[config.mk]
export PLATFORM = sky130hd
export DESIGN_NAME = vliw2_datapath
export DESIGN_NICKNAME = d
export VERILOG_FILES = /design/src/rtl/vliw2_pkg.sv /design/src/rtl/vliw2_regfile.sv /design/src/rtl/vliw2_alu.sv /design/src/rtl/vliw2_mac.sv /design/src/rtl/vliw2_datapath.sv
export SDC_FILE = /design/constraint.sdc
export NUM_CORES = 1
export LEC_CHECK = 0
export BUFFER_PORTS_ARGS = -buffer_cell sky130_fd_sc_hd__buf_2
export CAP_MARGIN = 30
export CORE_UTILIZATION = 55
export CTS_CLUSTER_DIAMETER = 200
export DETAILED_ROUTE_END_ITERATION = 12
export PLACE_DENSITY_LB_ADDON = 0.2
export SLEW_MARGIN = 20
export SYNTH_ARGS = -nofsm -noshare
export SYNTH_HDL_FRONTEND = slang
export SYNTH_SLANG_ARGS = --single-unit
[constraint.sdc]
create_clock -name clk -period 16.43 [get_ports clk]
set_input_delay 0.8215 -clock clk [delete_from_list [all_inputs] [get_ports clk]]
set_output_delay 0.8215 -clock clk [all_outputs]
set_load 0.01 [all_outputs]
[src/rtl/vliw2_pkg.sv]
// Shared types for the two-slot VLIW datapath.
// Assumes the fixed 20-bit instruction split into two 10-bit slots.
package vliw2_pkg;

    localparam int SLOT_W   = 10;
    localparam int INSTR_W  = 2 * SLOT_W;
    localparam int RF_DEPTH = 4;
    localparam int RF_AW    = $clog2(RF_DEPTH);

    typedef enum logic [1:0] {
        ALU_ADD  = 2'b00,
        ALU_SUB  = 2'b01,
        ALU_AND  = 2'b10,
        ALU_PASS = 2'b11
    } alu_op_e;

    typedef enum logic [1:0] {
        MAC_HOLD = 2'b00,
        MAC_ACC  = 2'b01,
        MAC_CLR  = 2'b10,
        MAC_LOAD = 2'b11
    } mac_op_e;

    typedef struct packed {
        logic [1:0]       op;
        logic [RF_AW-1:0] ra_first;
        logic [RF_AW-1:0] ra_second;
        logic [RF_AW-1:0] wa;
        logic             we;
        logic             bus_sel;
    } slot_t;

endpackage

[src/rtl/vliw2_regfile.sv]
// Small register file with one read port and one write port.
// Reads are combinational and see the contents from before any write
// in the same cycle. Writes take effect at the clock edge.
module vliw2_regfile #(
    parameter int DATA_W = 16,
    parameter int DEPTH  = 4,
    localparam int AW    = $clog2(DEPTH)
) (
    input  logic              clk,
    input  logic              rst_n,
    input  logic              wr_en,
    input  logic [AW-1:0]     wr_addr,
    input  logic [DATA_W-1:0] wr_data,
    input  logic [AW-1:0]     rd_addr,
    output logic [DATA_W-1:0] rd_data
);

    logic [DATA_W-1:0] mem [DEPTH];

    // Storage update: clear on reset, otherwise write one entry when enabled.
    always_ff @(posedge clk) begin
        if (!rst_n) begin
            for (int i = 0; i < DEPTH; i++) begin
                mem[i] <= '0;
            end
        end else if (wr_en) begin
            mem[wr_addr] <= wr_data;
        end
    end

    // Read port: asynchronous lookup of the current contents.
    always_comb begin
        rd_data = mem[rd_addr];
    end

endmodule

[src/rtl/vliw2_alu.sv]
// ALU issue-slot unit: add, subtract, bitwise AND, or pass of an
// external value. The result and the zero/negative flags are registered.
// Assumes the operands are stable during the cycle.
module vliw2_alu #(
    parameter int DATA_W = 16
) (
    input  logic              clk,
    input  logic              rst_n,
    input  logic [1:0]        op,
    input  logic [DATA_W-1:0] opnd_a,
    input  logic [DATA_W-1:0] opnd_b,
    input  logic [DATA_W-1:0] ext_val,
    output logic [DATA_W-1:0] result_q,
    output logic              zero_q,
    output logic              neg_q
);

    import vliw2_pkg::*;

    logic [DATA_W-1:0] result_d;

    // Operation select: compute the next result from the opcode.
    always_comb begin
        unique case (alu_op_e'(op))
            ALU_ADD:  result_d = opnd_a + opnd_b;
            ALU_SUB:  result_d = opnd_a - opnd_b;
            ALU_AND:  result_d = opnd_a & opnd_b;
            ALU_PASS: result_d = ext_val;
            default:  result_d = '0;
        endcase
    end

    // Result register: capture the result and flags every cycle.
    always_ff @(posedge clk) begin
        if (!rst_n) begin
            result_q <= '0;
            zero_q   <= 1'b1;
            neg_q    <= 1'b0;
        end else begin
            result_q <= result_d;
            zero_q   <= (result_d == '0);
            neg_q    <= result_d[DATA_W-1];
        end
    end

endmodule

[src/rtl/vliw2_mac.sv]
// Signed multiply-accumulate unit with a DATA_W accumulator.
// The accumulator wraps on overflow. A flag records whether the last
// accumulate or load left the signed range.
module vliw2_mac #(
    parameter int DATA_W = 16,
    localparam int PW    = 2 * DATA_W
) (
    input  logic              clk,
    input  logic              rst_n,
    input  logic [1:0]        op,
    input  logic [DATA_W-1:0] opnd_a,
    input  logic [DATA_W-1:0] opnd_b,
    output logic [DATA_W-1:0] acc_q,
    output logic              ovf_q
);

    import vliw2_pkg::*;

    logic [PW-1:0] a_ext;
    logic [PW-1:0] b_ext;
    logic [PW-1:0] prod;
    logic [PW:0]   acc_ext;
    logic [PW:0]   exact;
    logic [PW-DATA_W+1:0] top_bits;
    logic          out_of_range;

    // Product: sign-extend both operands so the product is exact in PW bits.
    always_comb begin
        a_ext = {{DATA_W{opnd_a[DATA_W-1]}}, opnd_a};
        b_ext = {{DATA_W{opnd_b[DATA_W-1]}}, opnd_b};
        prod  = a_ext * b_ext;
    end

    // Exact result: either acc + product or product alone, one bit wider.
    always_comb begin
        acc_ext = {{(PW + 1 - DATA_W){acc_q[DATA_W-1]}}, acc_q};
        if (mac_op_e'(op) == MAC_LOAD) begin
            exact = {prod[PW-1], prod};
        end else begin
            exact = acc_ext + {prod[PW-1], prod};
        end
        top_bits     = exact[PW:DATA_W-1];
        out_of_range = !((&top_bits) || !(|top_bits));
    end

    // Accumulator register: hold, accumulate, clear or load.
    always_ff @(posedge clk) begin
        if (!rst_n) begin
            acc_q <= '0;
            ovf_q <= 1'b0;
        end else begin
            unique case (mac_op_e'(op))
                MAC_HOLD: begin
                    acc_q <= acc_q;
                    ovf_q <= ovf_q;
                end
                MAC_CLR: begin
                    acc_q <= '0;
                    ovf_q <= 1'b0;
                end
                default: begin
                    acc_q <= exact[DATA_W-1:0];
                    ovf_q <= out_of_range;
                end
            endcase
        end
    end

endmodule

[src/rtl/vliw2_datapath.sv]
// Two-slot VLIW datapath top. Slot 0 (instr[19:10]) drives the ALU and
// slot 1 (instr[9:0]) drives the MAC. Each slot owns two register files
// whose inputs are fed by a bus multiplexer. Both files of a slot share
// the slot's write address and write enable. Bus 0 is the registered ALU
// result and bus 1 is the accumulator. Assumes one instruction per cycle.
module vliw2_datapath #(
    parameter int DATA_W = 16
) (
    input  logic              clk,
    input  logic              rst_n,
    input  logic [19:0]       instr,
    input  logic [DATA_W-1:0] data_in,
    output logic [DATA_W-1:0] bus_alu,
    output logic [DATA_W-1:0] bus_mac,
    output logic              alu_zero,
    output logic              alu_neg,
    output logic              mac_ovf
);

    import vliw2_pkg::*;

    localparam int NUM_SLOTS = 2;

    slot_t             slot_f  [NUM_SLOTS];
    logic [DATA_W-1:0] bus_val [NUM_SLOTS];
    logic [DATA_W-1:0] opnd_a  [NUM_SLOTS];
    logic [DATA_W-1:0] opnd_b  [NUM_SLOTS];
    logic [DATA_W-1:0] alu_a;
    logic [DATA_W-1:0] alu_b;
    logic [DATA_W-1:0] mac_a;
    logic [DATA_W-1:0] mac_b;

    // Field split: the upper slot is the ALU slot, the lower slot the MAC slot.
    always_comb begin
        slot_f[0] = slot_t'(instr[INSTR_W-1:SLOT_W]);
        slot_f[1] = slot_t'(instr[SLOT_W-1:0]);
    end

    // Bus sources: index 0 is the ALU result, index 1 the accumulator.
    always_comb begin
        bus_val[0] = bus_alu;
        bus_val[1] = bus_mac;
    end

    // One pair of register files per slot, each fed by its slot's bus mux.
    for (genvar s = 0; s < NUM_SLOTS; s++) begin : g_slot
        logic [DATA_W-1:0] wr_mux;

        // Input multiplexer: choose the bus named by the slot's select bit.
        always_comb begin
            wr_mux = bus_val[slot_f[s].bus_sel];
        end

        vliw2_regfile #(.DATA_W(DATA_W), .DEPTH(RF_DEPTH)) u_rf_first (
            .clk     (clk),
            .rst_n   (rst_n),
            .wr_en   (slot_f[s].we),
            .wr_addr (slot_f[s].wa),
            .wr_data (wr_mux),
            .rd_addr (slot_f[s].ra_first),
            .rd_data (opnd_a[s])
        );

        vliw2_regfile #(.DATA_W(DATA_W), .DEPTH(RF_DEPTH)) u_rf_second (
            .clk     (clk),
            .rst_n   (rst_n),
            .wr_en   (slot_f[s].we),
            .wr_addr (slot_f[s].wa),
            .wr_data (wr_mux),
            .rd_addr (slot_f[s].ra_second),
            .rd_data (opnd_b[s])
        );
    end

    // Operand naming: flatten the per-slot operands for the units.
    always_comb begin
        alu_a = opnd_a[0];
        alu_b = opnd_b[0];
        mac_a = opnd_a[1];
        mac_b = opnd_b[1];
    end

    vliw2_alu #(.DATA_W(DATA_W)) u_alu (
        .clk      (clk),
        .rst_n    (rst_n),
        .op       (slot_f[0].op),
        .opnd_a   (alu_a),
        .opnd_b   (alu_b),
        .ext_val  (data_in),
        .result_q (bus_alu),
        .zero_q   (alu_zero),
        .neg_q    (alu_neg)
    );

    vliw2_mac #(.DATA_W(DATA_W)) u_mac (
        .clk    (clk),
        .rst_n  (rst_n),
        .op     (slot_f[1].op),
        .opnd_a (mac_a),
        .opnd_b (mac_b),
        .acc_q  (bus_mac),
        .ovf_q  (mac_ovf)
    );

endmodule

==> metrics.md <==
| Metric | Value |
|---|---|
| Outcome | complete, no violations |
| Die Footprint | 39000 um2 |
| Final setup violation count | 0 |
| Share of the synthesized area in compound gates (AO/OA/AOI/OAI) | 0.0857 |
| Placeable core region | 37700 um2 |
| Biggest fanout along the worst timing path | 19 |
| XOR/XNOR share of the synthesized area | 0.0371 |
| Filler Cells Inserted | 3307 |
| All-Layer GR Usage | 0.295 |
| Die width | 197 um |
| Final Slew Violations | 0 |
| Net Count, Synth | 2630 |
| Kind of critical path | in -> reg |
| Maximum buffer depth of the clock tree | 2 |
| Critical Path Stages | 31 |
| CTS hold repair buffers | 0 |
| Cell chosen for the clock root | clkbuf_16 |
| Initial antenna violation count | 1 |
| Ports | 73 |
| Min-Delay Path Depth | 2 |
| Upper clock frequency limit | 0.101 GHz |
| Placer congestion estimate | 0.915 |
| Clk slew on worst S/H paths | 0.08 ns |
| Drt first-iter violations | 1046 |
| Aggregate routed wire length | 55500 um |
| RSZ-0062 raised after global routing | no |
| Worst-case clock skew | 0.0226 ns |
| Post-synthesis simple-gate area fraction | 0.154 |
| Setup Total Neg Slack | 0 ns |
| First-pass GRT wire length | 87000 um |
| Vert. Die Dim | 197 um |
| Share of the synthesized area in the top cell type | 0.252 |
| Max_cap viols | 0 |
| Fin. Hold Viols | 0 |
| HPWL after detailed placement | 43600 um |
| Proportion of synthesized flip-flops having asynchronous set or reset | 0 |
| Remaining routing DRC violations | 0 |
| Distinct cells, synth | 78 |
| Vias per cell | 5.79 |
| Number of standard-cell rows in the floorplan | 71 |
| Largest family of logic cells by synthesized area | adder cells |
| Average wire length per cell after detail routing | 20.4 um |
| Worst Reg-to-Reg Cells | 30 |
| Primary FF master, synth | edfxtp_1 |
| Most repeated library cell on the critical path | fa_1 |
| Detailed-routing iteration count for the pre-antenna-repair pass | 5 |
| Clock period minus worst slack | 9.93 ns |
| CTS sink count | 162 |
| Post-cts gate resize count | 0 |
| Synthesized flop and latch total | 162 |
| Number of buffers added by the clock tree synthesis step | 17 |
| Number of port buffers | 72 |
| Arithmetic-cell share of the synthesized area counting full adders, half adders and majority gates | 0.330 |
| CTS tree | done |
| Clock latency on the worst-skew pair | 0.46 ns |
| Count of inserted antenna diode cells | 0 |
| Area taken by flip-flops and latches | 4520 um2 |
| Post-DRT Antenna Nets | 0 |
| Required time of the critical path | 16.76 ns |
| Max H-tree Level | 4 |
| Share of synthesized area occupied by flip-flops and latches | 0.215 |
| Synth-to-Final Area Change | 6.09% |
| Vias in the first global route | 16096 |
| Type of the tightest min-delay check | in -> reg |
| Area of combinational cells with multiple inputs | 14900 um2 |
| Post-synth design cell area | 21000 um2 |
| Post-layout net count | 2630 |
| Top post-synthesis cells by area | fa_1 25%, edfxtp_1 18%, ha_1 7.8% |
| Largest net degree at the start of global routing | 34 |
| Tcrit/Tclk final | 0.605 |
| Crit path buffers/inverters | 5 |
| Initial Util | 0.558 |
| Relative max-transition margin | 0.361 |
| Transition time at the pin with the least slew margin | 0.957 ns |
| Largest area contributor in the netlist | fa_1 |
| Data arrival time at the worst-slack endpoint | 10.27 ns |
| Gr ovfl total | 0 |
| Number of standard cells after synthesis | 2197 |
| Synthesized area per cell | 9.56 um2 |
| Worst path top cell family by delay | adder cells |
| Setup fix buffers added after clock tree synthesis | 0 |
| Synthesis Warnings | 0 |
| Fraction of final layout cells sized beyond drive strength 1 | 0.107 |
| Critical Path Source Type | primary input |
| Slowest cell on crit path | or4b_1 |
| Delay of the slowest cell on the worst path | 0.59 ns |
| Number of enable flip-flop cells after synthesis | 128 |
| Vias after detailed routing | 15760 |
| Endpoint kind of the worst setup timing path | flip-flop |
| Portion of netlist area occupied by mux cells | 0.101 |
[cell type report]
type                            instances  area share
Tap cell                              511      0.0287
Clock inverter                         15     0.00803
Multi-Input combinational cell       1609       0.667
Clock buffer                           17      0.0191
Sequential cell                       162       0.203
Inverter                              326      0.0549
Timing Repair Buffer                   81      0.0192
[through the flow]
| step | utilization | worst slack, ns | std cells | area [um2] | hold WS, ns |
|---|---|---|---|---|---|
| final | 0.592 | 6.50 | 2721 | 22300 | 0.710 |
| after global routing | 0.592 | 5.89 | 2721 | 22300 | 0.712 |
| after CTS | 0.592 | 6.58 | 2721 | 22300 | 0.694 |
| after detailed placement | 0.576 | 6.07 | 2689 | 21700 | 0.693 |
| after global placement | 0.576 | 6.27 | 2689 | 21700 | 0.687 |
| after floorplan | - | 6.58 | 2197 | 21000 | 0.657 |
[Yosys cell counts (8+ instances only)]
master	count
mux2_2	43
clkbuf_1	88
o21bai_1	10
mux4_2	59
o211ai_1	15
edfxtp_1	128
ha_1	131
nand2b_1	15
a21o_1	18
a31oi_1	8
nand2_1	285
mux2i_1	31
o21a_1	19
fa_1	264
nor2b_1	27
o21ai_1	9
nor3_1	25
xor2_1	29
o21ai_0	56
inv_1	324
xnor2_1	60
a21oi_1	100
dfxtp_1	34
nor2_1	184
nand3_1	18
a211oi_1	15
and2_1	85
nand4_1	11
[sequential cells by signal, summed over array words and instances, names as in the netlist]
| name | cells |
|---|---|
| u_alu.neg_q | 1 |
| g_slot.u_rf_second.mem | 80 |
| u_alu.result_q | 15 |
| u_alu.zero_q | 1 |
| g_slot.u_rf_first.mem | 48 |
| u_mac.ovf_q | 1 |
| u_mac.acc_q | 16 |
[cell families after synthesis]
family | count (synthesis)
AND/OR/NAND/NOR | 703
XOR/XNOR | 89
adder cells (fa/ha/maj) | 395
AO/OA/AOI/OAI | 289
flip-flops | 162
buffers and inverters | 426
multiplexers | 133
[final timing paths]
| kind | from | endpoint | slack, ns |
|---|---|---|---|
| hold reg to reg | u_mac.acc_q[11] | u_mac.acc_q[11] | 0.71 |
| setup reg to reg | g_slot[1].u_rf_first.mem[3][7] | u_mac.ovf_q | 7.12 |
| hold / removal | instr[13] | g_slot[0].u_rf_second.mem[1][15] | 0.71 |
| setup / recovery | instr[4] | u_mac.ovf_q | 6.50 |
[metal layers]
layer / global-route usage / wire, um / vias to the layer above
li1: - / - / 7249
met1: 0.372 / 21900 / 7877
met2: 0.512 / 28100 / 550
met3: 0.0423 / 3650 / 84
met4: 0.114 / 1830 / 0
met5: 0 / 0 / -
[cell usage in the layout, fill, tap and decap left out, drive strengths merged, types with 31 or more instances in the layout]
cell type,synthesis,layout
a21oi,100,100
and2,85,85
buf,12,81
dfxtp,34,34
edfxtp,128,128
fa,264,264
ha,131,131
inv,325,329
mux2,43,43
mux2i,31,31
mux4,59,59
nand2,286,286
nor2,185,185
o21ai,65,65
xnor2,60,60
Power is not shown: default switching activity piles up to over one toggle a cycle in this logic, so the estimate is an artifact.
